==> src/rtl/xlat_cache.sv <==
module xlat_cache #(
  parameter int LA_W     = 32,
  parameter int PG_SHIFT = 12,
  parameter int SETS     = 16,
  parameter int WAYS     = 4
) (
  input  logic                     clk,
  input  logic                     rst_n,
  input  logic                     flush,
  input  logic                     page_8k,
  input  logic                     lk_req,
  input  logic [LA_W-1:0]          lk_addr,
  output logic                     rsp_vld,
  output logic                     rsp_hit,
  output logic [LA_W-1:0]          rsp_paddr,
  input  logic                     fill_en,
  input  logic [LA_W-PG_SHIFT-1:0] fill_ppn
);

  localparam int IDX_W = $clog2(SETS);
  localparam int WAY_W = $clog2(WAYS);
  localparam int PPN_W = LA_W - PG_SHIFT;
  localparam int TAG_W = LA_W - PG_SHIFT - IDX_W;

  logic [WAYS-1:0]  vld     [SETS];
  logic [TAG_W-1:0] tag_mem [SETS][WAYS];
  logic [PPN_W-1:0] ppn_mem [SETS][WAYS];

  logic [IDX_W-1:0] idx;
  logic [TAG_W-1:0] lk_tag, tag_msk;
  logic [WAYS-1:0]  set_vld, hit_vec;
  logic [WAY_W-1:0] hit_way, free_way, victim, cnt;
  logic             free_any, hit;
  logic [PPN_W-1:0] ppn_sel;
  logic [LA_W-1:0]  pa;

  logic             miss_pend;
  logic [IDX_W-1:0] miss_idx;
  logic [TAG_W-1:0] miss_tag;
  logic [WAY_W-1:0] miss_way;

  assign idx     = page_8k ? lk_addr[PG_SHIFT+IDX_W:PG_SHIFT+1]
                           : lk_addr[PG_SHIFT+IDX_W-1:PG_SHIFT];
  assign lk_tag  = lk_addr[LA_W-1:PG_SHIFT+IDX_W];
  assign tag_msk = page_8k ? {{(TAG_W-1){1'b1}}, 1'b0} : {TAG_W{1'b1}};
  assign set_vld = vld[idx];

  for (genvar w = 0; w < WAYS; w++) begin : g_cmp
    assign hit_vec[w] = set_vld[w] && (((tag_mem[idx][w] ^ lk_tag) & tag_msk) == '0);
  end

  assign hit = |hit_vec;

  always_comb begin
    hit_way  = '0;
    free_any = 1'b0;
    free_way = '0;
    for (int w = 0; w < WAYS; w++)
      if (hit_vec[w]) hit_way = WAY_W'(w);
    for (int w = WAYS-1; w >= 0; w--)
      if (!set_vld[w]) begin
        free_any = 1'b1;
        free_way = WAY_W'(w);
      end
  end

  assign victim  = free_any ? free_way : cnt;
  assign ppn_sel = ppn_mem[idx][hit_way];
  assign pa      = page_8k ? {ppn_sel[PPN_W-1:1], lk_addr[PG_SHIFT:0]}
                           : {ppn_sel, lk_addr[PG_SHIFT-1:0]};

  always_ff @(posedge clk) begin
    if (!rst_n) begin
      rsp_vld   <= 1'b0;
      rsp_hit   <= 1'b0;
      rsp_paddr <= '0;
      cnt       <= '0;
      miss_pend <= 1'b0;
      miss_idx  <= '0;
      miss_tag  <= '0;
      miss_way  <= '0;
    end else begin
      rsp_vld   <= lk_req;
      rsp_hit   <= lk_req && hit;
      rsp_paddr <= (lk_req && hit) ? pa : '0;
      if (lk_req) cnt <= cnt + WAY_W'(1);
      if (lk_req && !hit) begin
        miss_pend <= 1'b1;
        miss_idx  <= idx;
        miss_tag  <= lk_tag;
        miss_way  <= victim;
      end else if (fill_en || flush) begin
        miss_pend <= 1'b0;
      end
    end
  end

  always_ff @(posedge clk) begin
    if (!rst_n || flush) begin
      for (int s = 0; s < SETS; s++) vld[s] <= '0;
    end else if (fill_en) begin
      vld[miss_idx][miss_way] <= 1'b1;
    end
  end

  always_ff @(posedge clk) begin
    if (fill_en) begin
      tag_mem[miss_idx][miss_way] <= miss_tag;
      ppn_mem[miss_idx][miss_way] <= fill_ppn;
    end
  end

  AST_RESP_NEXT_CYCLE: assert property (@(posedge clk) disable iff (!rst_n)
    lk_req |=> rsp_vld);
  AST_IDLE_QUIET: assert property (@(posedge clk) disable iff (!rst_n)
    !lk_req |=> (!rsp_vld && !rsp_hit));
  AST_MISS_ZERO_PA: assert property (@(posedge clk) disable iff (!rst_n)
    (rsp_vld && !rsp_hit) |-> (rsp_paddr == '0));
  AST_OFFSET_THRU: assert property (@(posedge clk) disable iff (!rst_n)
    rsp_hit |-> (rsp_paddr[PG_SHIFT-1:0] == $past(lk_addr[PG_SHIFT-1:0])));
  AST_BIT12_THRU: assert property (@(posedge clk) disable iff (!rst_n)
    (rsp_hit && $past(page_8k)) |-> (rsp_paddr[PG_SHIFT] == $past(lk_addr[PG_SHIFT])));
  AST_FLUSH_MISS: assert property (@(posedge clk) disable iff (!rst_n)
    flush ##1 lk_req |=> !rsp_hit);
  AST_FILL_AFTER_MISS: assert property (@(posedge clk) disable iff (!rst_n)
    fill_en |-> miss_pend);
  AST_SINGLE_MATCH: assert property (@(posedge clk) disable iff (!rst_n)
    lk_req |-> $onehot0(hit_vec));

endmodule

==> config.mk <==
export PLATFORM = sky130hd
export DESIGN_NAME = xlat_cache
export DESIGN_NICKNAME = d
export VERILOG_FILES = /design/src/rtl/xlat_cache.sv
export SDC_FILE = /design/constraint.sdc
export NUM_CORES = 2
export LEC_CHECK = 0
export ABC_AREA = 1
export BUFFER_PORTS_ARGS = -buffer_cell sky130_fd_sc_hd__buf_2
export CORE_ASPECT_RATIO = 1.75
export CORE_MARGIN = 3
export CORE_UTILIZATION = 40
export CTS_CLUSTER_DIAMETER = 60
export DETAILED_ROUTE_END_ITERATION = 7
export SYNTH_ARGS = -nofsm -noshare
export SYNTH_HDL_FRONTEND = slang
export SYNTH_SLANG_ARGS = --single-unit
==> constraint.sdc <==
create_clock -name clk -period 4.3 [get_ports clk]
set_input_delay 1.075 -clock clk [delete_from_list [all_inputs] [get_ports clk]]
set_output_delay 1.075 -clock clk [all_outputs]
set_load 0.02 [all_outputs]
==> load_flow_metrics.sql <==
INSERT INTO impl_metrics (metric_group, metric, value, unit) VALUES
('global_routing', 'grt_max_degree', '169', ''),
('sta', 'final-hold-violation-count', '0', ''),
('clocking', 'cts-root-buf', 'sky130_fd_sc_hd__clkbuf_16', ''),
('global_routing', 'busiest_layer', 'met2', ''),
('clocking', 'tritoncts.num_buffers', '221', ''),
('place', 'post-place-cells', '11784', ''),
('hold_path', 'min_from', 'lk_addr[0]', ''),
('sta', 'timing.final.setup_violations', '0', ''),
('global_routing', 'grt-ovfl-total', '0', ''),
('power_and_ir_drop', 'power_after_layout', '0.0502', 'W'),
('detailed_routing', 'drt-initial-drc-count', '7238', ''),
('floorplan', 'die_width', '381', 'µm'),
('job', 'cap_violations', '0', ''),
('sta', 'finClkSkew', '36.0', 'ps'),
('power_and_ir_drop', 'power.density', '443', 'mW/mm²'),
('clocking', 'tritoncts_num_sinks', '2426', ''),
('sta', 'max-slew-margin-rel', '0.221', ''),
('critical_path', 'setup_crit_start_kind', 'primary input', ''),
('sta', 'max_freq', '273', 'MHz'),
('detailed_routing', 'routedWlPerCell', '26.1', 'µm'),
('sta', 'layout_worst_path_cycle_share', '0.851', ''),
('floorplan', 'floorplan.io_pins', '92', ''),
('critical_path', 'worst-path-max-fanout', '27', ''),
('floorplan', 'design.die.area', '0.253', 'mm²'),
('floorplan', 'floorplan.initialDensity', '0.403', ''),
('floorplan', 'core-area', '0.245', 'mm²'),
('synthesis', 'synth-seq-cells', '2426', ''),
('finish', 'final_cells', '12183', ''),
('critical_path', 'worstReg2RegStart', 'tag_mem[3][22]', ''),
('clocking', 'clk_path_buf_depth', '4', ''),
('clocking', 'holdBufCountCts', '0', ''),
('critical_path', 'combined_buffer_and_inverter_count_along_the_critical_path', '8', ''),
('critical_path', 'timing_worst_setup_path_type', 'primary input to register', ''),
('critical_path', 'critPathLaunch', 'page_8k', ''),
('power_and_ir_drop', 'max-vdd-ir-drop', '358', 'µV'),
('clocking', 'count_of_cells_resized_by_post_cts_repair', '0', ''),
('synthesis', 'synth_sequential_area_ratio', '0.726', ''),
('detailed_routing', 'via_per_inst', '5.62', ''),
('sta', 'slew_violations', '0', ''),
('place', 'detailed_place.area', '0.106', 'mm²'),
('clocking', 'clk_transition_reported_paths', '70', 'ps'),
('global_routing', 'first_global_vias', '67419', ''),
('global_routing', 'groute.usage.overall', '0.246', ''),
('critical_path', 'crit_slowest_cell', 'sky130_fd_sc_hd__xor2_1', ''),
('critical_path', 'cpMostUsedCell', 'sky130_fd_sc_hd__nand2_1', ''),
('clocking', 'post-cts-setup-buffers', '0', ''),
('finish', 'layout-drive-gt1-share', '0.117', ''),
('global_routing', 'grt.met3_usage', '0.0377', ''),
('synthesis', 'ys.warnings.count', '0', ''),
('finish', 'final_area', '0.113', 'mm²'),
('critical_path', 'worstRegToRegCells', '18', ''),
('synthesis', 'post_synth.cell_area_avg', '11.7', 'µm²'),
('floorplan', 'core.rowCount', '240', ''),
('critical_path', 'critical_path_required', '5070', 'ps'),
('synthesis', 'synth.distinct_cells', '35', ''),
('critical_path', 'cpPeakStageDelay', '320', 'ps'),
('detailed_routing', 'num_vias', '68527', ''),
('detailed_routing', 'drt_first_pass_iters', '6', ''),
('critical_path', 'cp_data_arrival_time', '4430', 'ps'),
('global_routing', 'number_of_antenna_violations_at_the_first_check_in_global_routing', '13', ''),
('sta', 'period_minus_slack', '3660', 'ps'),
('detailed_routing', 'final_antenna_net_count', '0', ''),
('global_routing', 'grt_use_met1', '0.282', ''),
('run_status', 'status', 'finished, final reports clean', ''),
('critical_path', 'kind_of_cell_adding_the_most_delay_to_the_critical_path', 'buffers and inverters', ''),
('hold_path', 'min_delay_path_depth', '3', ''),
('sta', 'max_slew.worst_pin.slew', '1170', 'ps'),
('clocking', 'cts_htree_levels', '4', ''),
('sta', 'unrepaired_setup_endpoints_after_global_routing', 'false', ''),
('finish', 'syn_to_final_growth', '14.8', '%'),
('detailed_routing', 'remaining_drc_errors', '0', '');
power by group:
part	switching (W)	internal, W
Combinational	0.00340	0.00142
Clock	0.00874	0.0105
Sequential	0.0000890	0.0260
Total	0.0122	0.0380
through the flow:
step                      worst slack (ps)  setup TNS (ps)
final                                  639               0
after global routing                   510               0
after CTS                              756               0
after detailed placement              -166           -3490
after global placement                -128           -3450
after floorplan                        806               0
per-layer routing:
layer | routed length (µm) | part of all wire
met1 | 113000 | 0.36
met2 | 158000 | 0.50
met3 | 22100 | 0.069
met4 | 25000 | 0.078
met5 | 92 | 0.00029
state kept, by name, indices dropped and copies added (netlist names):
name and cells:
ppn_mem 1280, tag_mem 1024, vld 64, rsp_paddr 32, miss_tag 16, miss_idx 4
cnt 2, miss_way 2, rsp_hit 1, rsp_vld 1
worst reg2reg max path: cells and delay by family, from the launching register on:
family / cells / cell delay (ps)
buffers and inverters: 3 / 630
DFF: 1 / 430
AOI/OAI and AO/OA: 3 / 390
and+or+nand+nor: 12 / 1390
cell type report:
type / count / area (µm²)
repair buffers: 615 / 5520
inverters: 538 / 2030
diodes: 3 / 7.51
clock inverters: 116 / 947
multi-input cells: 4938 / 23100
clock buffers: 280 / 5940
flip-flops and latches: 2426 / 71600
fillers: 21784 / 131000
well taps: 3267 / 4090
layout by cell type, fill, tap and decap left out, types with 3 or more instances in the layout:
master | netlist | layout
sky130_fd_sc_hd__clkbuf_1 | 266 | 44
sky130_fd_sc_hd__inv_6 | 0 | 9
sky130_fd_sc_hd__buf_4 | 49 | 434
sky130_fd_sc_hd__clkbuf_8 | 0 | 8
sky130_fd_sc_hd__nand3b_1 | 10 | 10
sky130_fd_sc_hd__dfxtp_2 | 0 | 16
sky130_fd_sc_hd__clkinv_4 | 0 | 3
sky130_fd_sc_hd__clkbuf_16 | 0 | 226
sky130_fd_sc_hd__nand4_1 | 7 | 7
sky130_fd_sc_hd__o22a_1 | 25 | 25
sky130_fd_sc_hd__nand2_2 | 7 | 8
sky130_fd_sc_hd__edfxtp_1 | 2304 | 2304
sky130_fd_sc_hd__bufinv_16 | 0 | 13
sky130_fd_sc_hd__nor2_4 | 1 | 65
sky130_fd_sc_hd__a31oi_1 | 8 | 8
sky130_fd_sc_hd__o221ai_1 | 53 | 53
sky130_fd_sc_hd__buf_12 | 0 | 90
sky130_fd_sc_hd__clkinv_2 | 0 | 38
sky130_fd_sc_hd__buf_2 | 177 | 91
sky130_fd_sc_hd__clkinvlp_4 | 0 | 4
sky130_fd_sc_hd__dfxtp_1 | 122 | 106
sky130_fd_sc_hd__o21ai_4 | 0 | 4
sky130_fd_sc_hd__or2_2 | 12 | 12
sky130_fd_sc_hd__inv_1 | 525 | 525
sky130_fd_sc_hd__nand3_2 | 0 | 5
sky130_fd_sc_hd__o22ai_1 | 328 | 328
sky130_fd_sc_hd__clkinv_1 | 3 | 47
sky130_fd_sc_hd__nor2_1 | 995 | 931
sky130_fd_sc_hd__diode_2 | 0 | 3
sky130_fd_sc_hd__a32o_1 | 9 | 9
sky130_fd_sc_hd__o211ai_1 | 36 | 36
sky130_fd_sc_hd__a21oi_1 | 62 | 62
sky130_fd_sc_hd__nand2_1 | 1522 | 1519
sky130_fd_sc_hd__clkinv_8 | 0 | 4
sky130_fd_sc_hd__nand3_1 | 996 | 991
sky130_fd_sc_hd__o21ai_0 | 818 | 818
sky130_fd_sc_hd__o21ai_1 | 34 | 33
sky130_fd_sc_hd__xor2_1 | 3 | 3
sky130_fd_sc_hd__inv_2 | 10 | 8
kinds of logic after synthesis:
family,after synthesis,synth area share
AOI/OAI and AO/OA,1376,0.0785
DFF,2426,0.726
xor gates and xnor gates,3,0.000266
buffers and inverters,1072,0.0459
and+or+nand+nor,3559,0.149
cell usage after synthesis (all sizes together):
master,count,area (µm²)
edfxtp,2304,69200
nand2,1529,5760
nor2,998,3770
nand3,996,4980
o21ai,855,4290
inv,535,2010
o22ai,328,2050
buf,268,1520
clkbuf,266,998
dfxtp,122,2440
a21oi,62,310
o221ai,53,464
o211ai,36,270
o22a,25,219
or2,16,100
nand3b,10,75.1
a32o,9,90.1
a31oi,8,50.1
nand4,7,43.8
clkinv,3,11.3
xor2,3,26.3
nor3,2,10.0
and3,1,6.26
path summary, 6_finish.rpt:
| kind | endpoint |
|---|---|
| setup / recovery | rsp_paddr[14] |
| hold / removal | rsp_paddr[0] |
| setup reg to reg | rsp_paddr[14] |
| hold reg to reg | vld[12][3] |
(Power assumes the default switching activity.)
